### config.mk
export PLATFORM = sky130hd
export DESIGN_NAME = hostirq_gen
export DESIGN_NICKNAME = d
export VERILOG_FILES = /design/src/rtl/hostirq_pkg.sv /design/src/rtl/hostirq_mask_reg.sv /design/src/rtl/hostirq_dma_latch.sv /design/src/rtl/hostirq_line_steer.sv /design/src/rtl/hostirq_gen.sv
export SDC_FILE = /design/constraint.sdc
export NUM_CORES = 1
export LEC_CHECK = 0
export BUFFER_PORTS_ARGS = -buffer_cell sky130_fd_sc_hd__buf_2
export CELL_PAD_IN_SITES_DETAIL_PLACEMENT = 0
export CELL_PAD_IN_SITES_GLOBAL_PLACEMENT = 1
export CORE_AREA = 2 2 39 41
export CTS_BUF_LIST = sky130_fd_sc_hd__clkbuf_8
export CTS_CLUSTER_DIAMETER = 40
export DETAILED_ROUTE_END_ITERATION = 10
export DIE_AREA = 0 0 41 43
export GPL_TIMING_DRIVEN = 0
export PLACE_DENSITY = 0.67
export SLEW_MARGIN = 20
export SYNTH_ARGS = -nofsm -noshare
export SYNTH_HDL_FRONTEND = slang
export SYNTH_SLANG_ARGS = --single-unit
### constraint.sdc
create_clock -name clk -period 1.2 [get_ports clk]
set_input_delay 0 -clock clk [delete_from_list [all_inputs] [get_ports clk]]
set_output_delay 0 -clock clk [all_outputs]
set_load 0.005 [all_outputs]
### src/rtl/hostirq_pkg.sv
package hostirq_pkg;
  localparam int EVT_W   = 4;
  localparam int B_INRDY = 3;
  localparam int B_OUTRDY = 2;
  localparam int B_ERR   = 1;
  localparam int B_DMA   = 0;

  typedef logic [EVT_W-1:0] evt_vec_t;

  function automatic evt_vec_t pack_events(input logic in_rdy, input logic out_rdy,
                                           input logic err, input logic dma_lat);
    evt_vec_t v;
    v = '0;
    v[B_INRDY]  = in_rdy;
    v[B_OUTRDY] = out_rdy;
    v[B_ERR]    = err;
    v[B_DMA]    = dma_lat;
    return v;
  endfunction

  function automatic logic pending(input evt_vec_t mask, input evt_vec_t evts);
    return |(mask & evts);
  endfunction
endpackage

### src/rtl/hostirq_mask_reg.sv
module hostirq_mask_reg
  import hostirq_pkg::*;
#(
  parameter int DATA_W = 8
) (
  input  logic              clk,
  input  logic              rst,
  input  logic              wr_stb,
  input  logic [DATA_W-1:0] wr_data,
  output evt_vec_t          mask_q
);
  logic unused_hi;
  assign unused_hi = ^wr_data[DATA_W-1:EVT_W];

  always_ff @(posedge clk) begin
    if (rst)         mask_q <= '0;
    else if (wr_stb) mask_q <= wr_data[EVT_W-1:0];
  end


  mask_hold_chk: assert property (@(posedge clk) disable iff (rst)
    !wr_stb |=> $stable(mask_q));
endmodule

### src/rtl/hostirq_dma_latch.sv
module hostirq_dma_latch (
  input  logic clk,
  input  logic rst,
  input  logic dma_done_n,
  input  logic keep,
  output logic dma_fall,
  output logic dma_lat
);
  logic done_prev;

  assign dma_fall = done_prev & ~dma_done_n;

  always_ff @(posedge clk) begin
    if (rst) begin
      done_prev <= 1'b1;
      dma_lat   <= 1'b0;
    end else begin
      done_prev <= dma_done_n;
      dma_lat   <= keep & (dma_lat | dma_fall);
    end
  end


  dma_clear_chk: assert property (@(posedge clk) disable iff (rst)
    !keep |=> !dma_lat);

  dma_hold_chk: assert property (@(posedge clk) disable iff (rst)
    (dma_lat && keep) |=> dma_lat);

  dma_noset_chk: assert property (@(posedge clk) disable iff (rst)
    (!dma_lat && !dma_fall) |=> !dma_lat);
endmodule

### src/rtl/hostirq_line_steer.sv
module hostirq_line_steer #(
  parameter int LINE_CNT = 2,
  localparam int SEL_W = (LINE_CNT > 1) ? $clog2(LINE_CNT) : 1
) (
  input  logic                clk,
  input  logic                rst,
  input  logic                drive_on,
  input  logic                req,
  input  logic [SEL_W-1:0]    sel,
  output logic [LINE_CNT-1:0] oe,
  output logic [LINE_CNT-1:0] lvl
);
  for (genvar i = 0; i < LINE_CNT; i++) begin : g_line
    assign oe[i]  = drive_on && (sel == SEL_W'(i));
    assign lvl[i] = oe[i] & req;
  end


  oe_onehot_chk: assert property (@(posedge clk) disable iff (rst)
    $onehot0(oe));

  release_chk: assert property (@(posedge clk) disable iff (rst)
    !drive_on |-> (oe == '0));
endmodule

### src/rtl/hostirq_gen.sv
module hostirq_gen
  import hostirq_pkg::*;
#(
  parameter int DATA_W   = 8,
  parameter int LINE_CNT = 2,
  localparam int SEL_W = (LINE_CNT > 1) ? $clog2(LINE_CNT) : 1
) (
  input  logic                clk,
  input  logic                rst,
  input  logic                wr_stb,
  input  logic [DATA_W-1:0]   wr_data,
  input  logic [SEL_W-1:0]    line_sel,
  input  logic                lnk_in_rdy,
  input  logic                lnk_out_rdy,
  input  logic                brd_err,
  input  logic                dma_done_n,
  output logic [LINE_CNT-1:0] irq_lvl,
  output logic [LINE_CNT-1:0] irq_oe
);
  evt_vec_t mask_q;
  evt_vec_t evts;
  logic     dma_fall;
  logic     dma_lat;
  logic     drive_on;
  logic     req;

  hostirq_mask_reg #(.DATA_W(DATA_W)) u_mask (
    .clk(clk), .rst(rst), .wr_stb(wr_stb), .wr_data(wr_data), .mask_q(mask_q)
  );

  hostirq_dma_latch u_dma (
    .clk(clk), .rst(rst), .dma_done_n(dma_done_n), .keep(mask_q[B_DMA]),
    .dma_fall(dma_fall), .dma_lat(dma_lat)
  );

  assign evts     = pack_events(lnk_in_rdy, lnk_out_rdy, brd_err, dma_lat);
  assign drive_on = |mask_q;
  assign req      = pending(mask_q, evts);

  hostirq_line_steer #(.LINE_CNT(LINE_CNT)) u_steer (
    .clk(clk), .rst(rst), .drive_on(drive_on), .req(req), .sel(line_sel),
    .oe(irq_oe), .lvl(irq_lvl)
  );


  reset_release_chk: assert property (@(posedge clk)
    rst |=> (irq_oe == '0));

  level_follow_chk: assert property (@(posedge clk) disable iff (rst)
    (mask_q[B_ERR] && brd_err) |-> (irq_lvl == irq_oe));
endmodule

==> results of run 1 <==
[where the power goes]
| group | leakage [nW] | switching [mW] | total (mW) | internal (mW) |
|---|---|---|---|---|
| clock | 0.0216 | 0.0801 | 0.295 | 0.215 |
| combinational | 0.142 | 0.0305 | 0.0725 | 0.0419 |
| sequential | 0.0498 | 0.0113 | 0.223 | 0.212 |
| total | 0.213 | 0.122 | 0.591 | 0.469 |
[per-layer routing]
layer	up-vias	track usage [%]
met5	-	0
met4	0	8.00
met3	0	3.14
met2	11	11.3
met1	117	8.79
li1	130	-
[worst max-delay path by stage]
stage                          start          to  slack [ns]  depth (start not counted)
CTS                 u_mask.mask_q[0]  irq_lvl[1]       0.003                          3
finish              u_mask.mask_q[1]  irq_lvl[1]         0.1                          3
global placement    u_mask.mask_q[0]  irq_lvl[0]        0.24                          3
detailed placement  u_mask.mask_q[0]  irq_lvl[1]        0.24                          3
floorplan           u_mask.mask_q[0]  irq_lvl[0]        0.42                          2
global route        u_mask.mask_q[1]  irq_lvl[1]        0.01                          3
[sequential cells by signal (all words and copies together), names as in the netlist]
| register | count |
|---|---|
| u_dma.done_prev | 1 |
| u_mask.mask_q | 4 |
| u_dma.dma_lat | 1 |
[logic make-up (layout without fill, tap and decap cells)]
kind of cell | count (synthesis) | in the layout
and+or+nand+nor | 9 | 9
AOI/OAI and AO/OA | 5 | 5
muxes | 4 | 4
DFF | 6 | 6
buffers and inverters | 3 | 21
[critical path, stage by stage, from the launching register on]
cell and delay, ns:
dfxtp_1 0.40, a22oi_1 0.11, a211oi_1 0.23, buf_2 0.14
[cell type report]
cell class | instances | area (um2) | area share [%]
plain buffers | 1 | 5.00 | 1.22
well taps | 16 | 20.0 | 4.86
multi-input cells | 18 | 136 | 33.1
repair buffers | 15 | 80.1 | 19.5
flip-flops and latches | 6 | 121 | 29.5
clock buffers | 3 | 41.3 | 10.0
inverters | 2 | 7.51 | 1.82
[cells in the final DEF (no fill, tap or decap), drive strengths merged]
master        n
or2           1
inv           2
clkbuf        3
nor2          6
dlygate4sd3   1
nor4          1
mux2i         4
buf          15
a22oi         2
nor2b         1
dfxtp         6
o211a         1
a211oi        2
[repair_timing]
item,4_1_cts,5_1_grt
hold buffers,1,0
endpoints found under the hold margin,1,0
resized for setup,0,2
endpoints found under the setup margin,0,4
==> results.txt, run 1 <==
Final hold vios -> 0
Post-synthesis mux area share -> 15.4%
TNS Setup -> 0 ns
Async set-reset flop share out of synthesis -> 0%
Reg2Reg Depth -> 2
Slew Viols, Final -> 0
Seq/Total Area, Yosys -> 46.2%
Final Critical Period -> 1.10 ns
Setup ws final -> 0.0993 ns
Worst VDD drop -> 537 uV
CTS sink cnt -> 6
HP Class -> input port to flop
Startpoint Class -> flop
Post-route cell area -> 412 um2
Synth warn -> 0
DIE AREA -> 1760 um2
ANT cells -> 0
Hold_sp -> wr_data[3]
Antenna violations before repair -> 0
M1 WL -> 257 um
Via Count -> 258
Setup Skew -> 0.0000717 ns
Cells after Synth -> 27
Post-Synth Adder-Cell Area -> 0%
Die Width -> 41 um
Final period util -> 91.7%
Flop and latch count out of synthesis -> 6
Hold path endpoint -> u_mask.mask_q[3]
RSZ-0062 raised after global routing -> false
Worst-path clk slew -> 0.04 ns
Root buf cell -> clkbuf_8
Routed WL per cell -> 9.69 um
Layout Cells excl Fill -> 61
Share of layout cells above drive strength 1 -> 44.4%
Area delta synth->final -> 58.2%
CP max FO -> 3
Synth Cell Area -> 260 um2
Fmax -> 909 MHz
Number of synthesized flops with an enable pin -> 0
Remaining Overflow, GRT -> 0
Min-Delay Path Depth -> 3
Reg-to-Reg Start -> u_dma.done_prev
Mapped Nets -> 43
Area leader, netlist -> dfxtp_1
Cell leakage power -> 0.213 nW
CTS max path bufs -> 2
DR DRC count -> 0
Slew HR -> 81.2%
I/O pin count -> 20
Setup Buffers After CTS -> 0
Global-route wire length before repair -> 924 um
Worst endpoint data arrival time -> 1.10 ns
Hold_ws -> 0.0186 ns
H-tree Lvls -> 1
Dpl cells -> 57
Via density -> 4.23
Post-synth top area share -> 46.2%
Outcome -> complete, no violations
Simple logic cell fraction of the synthesized area -> 18.3%
Syn_area_per_cell -> 9.64 um2
Starting DRT DRC Count -> 3
Routed wl met3 -> 57 um
Final HPWL DP -> 449 um
Largest net degree at the start of global routing -> 7
Die H -> 43 um
Data required time at the worst endpoint -> 1.20 ns
CP Capture Type -> output port
Tot Pwr -> 0.591 mW
Input/output buffers -> 14
Final-stage net count -> 63
Post-synth top cells -> 6 x dfxtp_1, 6 x nor2_1, 4 x mux2i_1
Max-cap violations -> 0
Met2 wire len -> 277 um
Main flop type after synthesis -> dfxtp_1
Placer Congestion -> 0.573
Post-DRT Antenna Nets -> 0
CTS tree -> done
Core area -> 1380 um2
Synth Area in XOR/XNOR -> 0%
Vias in the first global route -> 237
All-Layer GR Usage -> 8.17%
Compound-Gate Fraction of Synth Area -> 15.4%
Netlist cell types -> 11
Final core utilization -> 29.7%
WL final -> 591 um
Critical R2R Capture -> u_dma.dma_lat
Initial Util -> 18.8%
Cell Area, Placed -> 350 um2
Top Layer Used -> met3
Top cells by area, synth -> dfxtp_1 46%, mux2i_1 15%, nor2_1 8.7%
TritonRoute pass-1 iters -> 4
Final setup violating endpoints -> 0
Place WS -> 0.235 ns
R2R setup slack -> 0.50 ns
Kind of critical path -> flop to output port
Main combinational cell family by area after synthesis -> simple AND/OR/NAND/NOR gates
Fillcell total -> 151
Pwr/cell area -> 1430 nW/um2
Slew @ Worst Pin -> 0.279 ns
Row cnt -> 14
Clock Latency Late Sink -> 0.22 ns
Num CTS Buffers -> 3
Note: power is estimated with default switching activity, not from simulation.
==> inputs of run 2 (changes only) <==
Settings changed: REMOVE_ABC_BUFFERS from default to 1.
==> run 2 against run 1 <==
Net effect:
- critical path depth is the same
- combinational power decreased by 2%
- final cell count unchanged
- hold slack got worse by 0.0026 ns
- register-to-register slack hardly changed
- die area unchanged
- power decreased by 0.40%
- sequential power about the same
- maximum frequency grew 1.4%
- largest cell class unchanged
==> results.txt, run 2 (same netlist as run 1, synthesis figures left out) <==
Routed WL per cell -> 8.72 um (was 9.69 um)
CTS max path bufs -> 2 (unchanged)
Clock network power share -> 50.0% (about the same)
Input/output buffers -> 15 (was 14)
Share of layout cells above drive strength 1 -> 46.7% (was 44.4%)
Multi-input combinational cell area -> 136 um2 (unchanged)
Final hold vios -> 0 (unchanged)
Worst endpoint data arrival time -> 1.09 ns (was 1.10 ns)
Worst VDD drop -> 537 uV (about the same)
Global-route wire length before repair -> 759 um (was 924 um)
Setup Skew -> 0.0000433 ns (was 0.0000717 ns)
CP Capture Type -> output port (unchanged)
Initial Util -> 18.8% (unchanged)
Commonest non-fill, non-tap cell in the layout -> buf_2 (unchanged)
Num CTS Buffers -> 3 (unchanged)
DIE AREA -> 1760 um2 (unchanged)
Largest net degree at the start of global routing -> 7 (unchanged)
WL final -> 532 um (was 591 um)
DR DRC count -> 0 (unchanged)
Largest regs -> u_mask.mask_q x4, u_dma.dma_lat x1, u_dma.done_prev x1 (unchanged)
Root buf cell -> clkbuf_8 (unchanged)
Cell leakage power -> 0.213 nW (about the same)
RSZ-0062 raised after global routing -> false (unchanged)
Slew HR -> 81.7% (was 81.2%)
Critical R2R Capture -> u_dma.dma_lat (unchanged)
Pwr/cell area -> 1420 nW/um2 (was 1430 nW/um2)
Commonest cells after routing, fill and taps aside -> 15 x buf_2, 6 x nor2_1, 4 x mux2i_1, 4 x dfxtp_1, 3 x clkbuf_8 (was 15 x buf_2, 6 x nor2_1, 5 x dfxtp_1)
NetSw -> 0.119 mW (was 0.122 mW)
Hold_sp -> wr_data[2] (was wr_data[3])
H-tree Lvls -> 1 (unchanged)
Final setup violating endpoints -> 0 (unchanged)
All-Layer GR Usage -> 6.53% (was 8.17%)
Biggest register -> u_mask.mask_q (unchanged)
Final period util -> 90.4% (was 91.7%)
Reg power frac -> 38.0% (was 37.8%)
Clock Latency Late Sink -> 0.22 ns (about the same)
Fmax -> 921 MHz (was 909 MHz)
Final Critical Period -> 1.09 ns (was 1.10 ns)
Hold path endpoint -> u_mask.mask_q[2] (was u_mask.mask_q[3])
TNS Setup -> 0 ns (unchanged)
Startpoint Class -> flop (unchanged)
I/O pin count -> 20 (unchanged)
Fillcell total -> 156 (was 151)
Vias in the first global route -> 198 (was 237)
Data required time at the worst endpoint -> 1.20 ns (about the same)
Final core utilization -> 29.8% (was 29.7%)
Slew @ Worst Pin -> 0.272 ns (was 0.279 ns)
Min-Delay Path Depth -> 3 (unchanged)
Slew Viols, Final -> 0 (unchanged)
HP Class -> input port to flop (unchanged)
Max reg flops -> 4 (unchanged)
ANT cells -> 0 (unchanged)
Core area -> 1380 um2 (unchanged)
Flip-flop and latch area -> 123 um2 (was 121 um2)
Switching share of power -> 20.3% (was 20.6%)
Via Count -> 255 (was 258)
CTS tree -> done (unchanged)
Row cnt -> 14 (unchanged)
CP max FO -> 4 (was 3)
Final-stage net count -> 63 (unchanged)
TritonRoute pass-1 iters -> 4 (unchanged)
Reg2Reg Depth -> 2 (unchanged)
Combinational power share -> 12.0% (was 12.3%)
Remaining Overflow, GRT -> 0 (unchanged)
Worst-path clk slew -> 0.04 ns (about the same)
Starting DRT DRC Count -> 2 (was 3)
Setup Buffers After CTS -> 0 (unchanged)
Area delta synth->final -> 58.7% (was 58.2%)
Antenna violations before repair -> 0 (unchanged)
Outcome -> complete, no violations (unchanged)
Placer Congestion -> 0.633 (was 0.573)
Kind of critical path -> flop to output port (unchanged)
Pint -> 0.469 mW (about the same)
Max-cap violations -> 0 (unchanged)
Die Width -> 41 um (unchanged)
Reg-to-Reg Start -> u_dma.done_prev (unchanged)
Post-DRT Antenna Nets -> 0 (unchanged)
CTS sink cnt -> 6 (unchanged)
R2R setup slack -> 0.50 ns (about the same)
Via density -> 4.18 (was 4.23)
Die H -> 43 um (unchanged)
## run 2: cell types whose count changed in the layout (fill, tap and decap cells not counted)
cell,before,now
dfxtp_1,5,4
dfxtp_2,1,2
## run 2: metrics by stage
stage / power (mW) / hold slack (ns) / worst slack [ns] / std cells / instance area, um2
floorplan: 0.253 / 0.0311 / 0.420 / 26 / 255
global placement: 0.289 / 0.207 / 0.248 / 57 / 350
detailed placement: 0.289 / 0.208 / 0.239 / 57 / 350
CTS: 0.592 / 0.0185 / 0.00537 / 61 / 402
global route: 0.618 / 0.0345 / 0.0193 / 61 / 413
finish: 0.588 / 0.0160 / 0.115 / 61 / 413
## run 2: power groups by stage
stage	sequential (mW)	combinational (mW)	clock, mW
final	0.224	0.0708	0.294
after global routing	0.224	0.0819	0.312
after CTS	0.220	0.0691	0.303
after detailed placement	0.223	0.0664	0
after global placement	0.223	0.0662	0
after floorplan	0.221	0.0322	0
## run 2: final cells by class
class                   instances  share of cell area (%)
clock buffers                   3                    10.0
inverters                       2                    1.82
multi-input cells              18                    33.0
flip-flops and latches          6                    29.7
well taps                      16                    4.85
repair buffers                 16                    20.6
## run 2: layer usage
layer	GRT usage, %	share of wire (%)	up-vias
met5	0	0	-
met4	4.00	0	0
met3	3.14	14	0
met2	9.38	42	11
met1	7.42	44	112
li1	-	-	132
## run 2: critical path: stages, from the launching register on
cell and delay (ns):
dfxtp_2 0.33, nor4_4 0.33, a211oi_1 0.07, buf_2 0.13
## run 2: what timing repair did
item / in CTS / in global routing
hold buffers: 1 / 0
hold endpoints to repair: 1 / 0
resized for setup: 0 / 3
setup endpoints to repair: 0 / 4
## run 2: worst max-delay path by stage
stage / from / end / depth (start not counted)
after global routing: u_mask.mask_q[0] / irq_lvl[0] / 3
after floorplan: u_mask.mask_q[0] / irq_lvl[0] / 2
after global placement: u_mask.mask_q[0] / irq_lvl[0] / 3
final: u_mask.mask_q[0] / irq_lvl[1] / 3
after CTS: u_mask.mask_q[0] / irq_lvl[0] / 3
after detailed placement: u_mask.mask_q[0] / irq_lvl[0] / 3
==> inputs of run 3 (changes only) <==
Settings changed: PLACE_DENSITY 0.67 to 0.69.
Clock period 1.2 ns to 0.9 ns, I/O delays scaled along.
==> run 3 against run 2 <==
Net effect:
- the run now ends with negative setup slack left
- non-clock buffer count unchanged
- global-route usage increased by 0.91 points
- via count up 0.78%
- worst setup slack worse by 0.30 ns
- sequential power up 33%
- core utilization increased by 0.36 points
- final cell count did not move
- die area is the same
- sequential cell count unchanged
- critical endpoint unchanged
==> results.txt, run 3 (same netlist as run 1, synthesis figures left out) <==
Outcome -> finished with violations (was complete, no violations)
Failing checks -> negative setup slack
Starting DRT DRC Count -> 2 (unchanged)
TritonRoute pass-1 iters -> 2 (was 4)
CTS max path bufs -> 2 (unchanged)
Data required time at the worst endpoint -> 0.90 ns (was 1.20 ns)
Biggest register -> u_mask.mask_q (unchanged)
Kind of critical path -> flop to output port (unchanged)
Via density -> 4.21 (was 4.18)
Setup ws final -> -0.183 ns (was 0.115 ns)
Clock Latency Late Sink -> 0.22 ns (about the same)
Dpl cells -> 57 (unchanged)
Max-cap violations -> 0 (unchanged)
Global-route wire length before repair -> 883 um (was 759 um)
Pwr/cell area -> 1880 nW/um2 (was 1420 nW/um2)
Worst VDD drop -> 1020 uV (was 537 uV)
All-Layer GR Usage -> 7.44% (was 6.53%)
Post-route cell area -> 418 um2 (was 413 um2)
H-tree Lvls -> 1 (unchanged)
Final Critical Period -> 1.08 ns
HP Class -> input port to flop (unchanged)
Slew Viols, Final -> 0 (unchanged)
Hold path endpoint -> u_mask.mask_q[2] (unchanged)
Initial Util -> 18.8% (unchanged)
WL final -> 539 um (was 532 um)
Share of layout cells above drive strength 1 -> 51.1% (was 46.7%)
Crit path launch -> u_mask.mask_q[3] (was u_mask.mask_q[0])
Largest net degree at the start of global routing -> 7 (unchanged)
DR DRC count -> 0 (unchanged)
Root buf cell -> clkbuf_8 (unchanged)
Critical R2R Capture -> u_dma.dma_lat (unchanged)
CTS sink cnt -> 6 (unchanged)
CP Capture Type -> output port (unchanged)
Reg2Reg Depth -> 2 (unchanged)
Reg-to-Reg Start -> u_dma.done_prev (unchanged)
Final-stage net count -> 63 (unchanged)
I/O pin count -> 20 (unchanged)
Row cnt -> 14 (unchanged)
R2R setup slack -> 0.20 ns (was 0.50 ns)
Area delta synth->final -> 60.6% (was 58.7%)
Cell Area, Placed -> 350 um2 (unchanged)
Startpoint Class -> flop (unchanged)
CTS tree -> done (unchanged)
Commonest non-fill, non-tap cell in the layout -> buf_2 (unchanged)
CP max FO -> 4 (unchanged)
Tot Pwr -> 0.785 mW (was 0.588 mW)
Via Count -> 257 (was 255)
Input/output buffers -> 15 (unchanged)
Place WS -> -0.0629 ns (was 0.239 ns)
Slew @ Worst Pin -> 0.272 ns (about the same)
Fillcell total -> 152 (was 156)
Final hold vios -> 0 (unchanged)
Largest regs -> u_mask.mask_q x4, u_dma.dma_lat x1, u_dma.done_prev x1 (unchanged)
Final setup violating endpoints -> 4 (was 0)
Die Width -> 41 um (unchanged)
Die H -> 43 um (unchanged)
Layout Cells excl Fill -> 61 (unchanged)
RSZ-0062 raised after global routing -> true (was false)
Core area -> 1380 um2 (unchanged)
Final HPWL DP -> 450 um
Final period util -> 120%
Vias in the first global route -> 230 (was 198)
Setup Skew -> 0.000884 ns (was 0.0000433 ns)
Max reg flops -> 4 (unchanged)
Min-Delay Path Depth -> 2 (was 3)
Routed WL per cell -> 8.84 um (was 8.72 um)
Slew HR -> 81.7% (about the same)
Worst-path clk slew -> 0.04 ns (about the same)
Setup Buffers After CTS -> 0 (unchanged)
Num CTS Buffers -> 3 (unchanged)
Worst endpoint data arrival time -> 1.08 ns (was 1.09 ns)
Placer Congestion -> 0.644 (was 0.633)
Remaining Overflow, GRT -> 0 (unchanged)
ANT cells -> 0 (unchanged)
DIE AREA -> 1760 um2 (unchanged)
Antenna violations before repair -> 0 (unchanged)
Cell leakage power -> 0.214 nW (was 0.213 nW)
Hold_sp -> rst (was wr_data[2])
Fmax -> 923 MHz
Post-DRT Antenna Nets -> 0 (unchanged)
Commonest cells after routing, fill and taps aside -> 15 x buf_2, 6 x nor2_1, 4 x mux2i_1 (was 15 x buf_2, 6 x nor2_1, 4 x mux2i_1, 4 x dfxtp_1, 3 x clkbuf_8)
[run 3: changes by cell type in the layout (fill, tap and decap cells not counted)]
cell	change
dfxtp_1	-2
dfxtp_2	+1
dfxtp_4	+1
[run 3: how the worst max path moves through the flow]
stage / end / cells after the start
finish: irq_lvl[1] / 3
global route: irq_lvl[1] / 3
CTS: irq_lvl[1] / 3
detailed placement: irq_lvl[1] / 3
global placement: irq_lvl[0] / 3
floorplan: irq_lvl[0] / 2
[run 3: per-layer routing]
metal	up-vias	track usage, %	wire, um
met5	-	0	0
met4	0	4.00	11
met3	2	3.66	63
met2	13	9.38	219
met1	111	10.0	245
li1	131	-	-
[run 3: worst max-delay path, stage by stage (launching register included)]
cell and delay, ns:
dfxtp_2 0.33, nor4_4 0.33, a211oi_1 0.07, buf_2 0.13
[run 3: area by class of cell]
cell class              count  area, um2  share of cell area, %
flip-flops and latches      6        128                   30.5
repair buffers             16       85.1                   20.4
inverters                   2       7.51                   1.80
well taps                  16       20.0                   4.79
multi-input cells          18        136                   32.6
clock buffers               3       41.3                   9.88
[run 3: timing repair]
action                                 in CTS  in global routing
resized for setup                           4                  2
setup endpoints to repair                   4                  4
pin swaps                                   1                  1
endpoints found under the hold margin       1                  0
hold buffers                                1                  0
[run 3: per-stage QoR]
| stage | hold WS (ns) | utilization (%) | TNS [ns] |
|---|---|---|---|
| global route | 0.0413 | 30.2 | -0.897 |
| CTS | 0.0185 | 29.9 | -0.776 |
| floorplan | 0.0311 | - | 0 |
| finish | 0.0100 | 30.2 | -0.712 |
| global placement | 0.199 | 25.3 | -0.178 |
| detailed placement | 0.202 | 25.3 | -0.226 |
[run 3: report_power, final]
group	internal [mW]	leakage [nW]	total (mW)	switching, mW
Combinational	0.0560	0.142	0.0947	0.0387
Clock	0.286	0.0216	0.393	0.106
Sequential	0.283	0.0512	0.298	0.0154
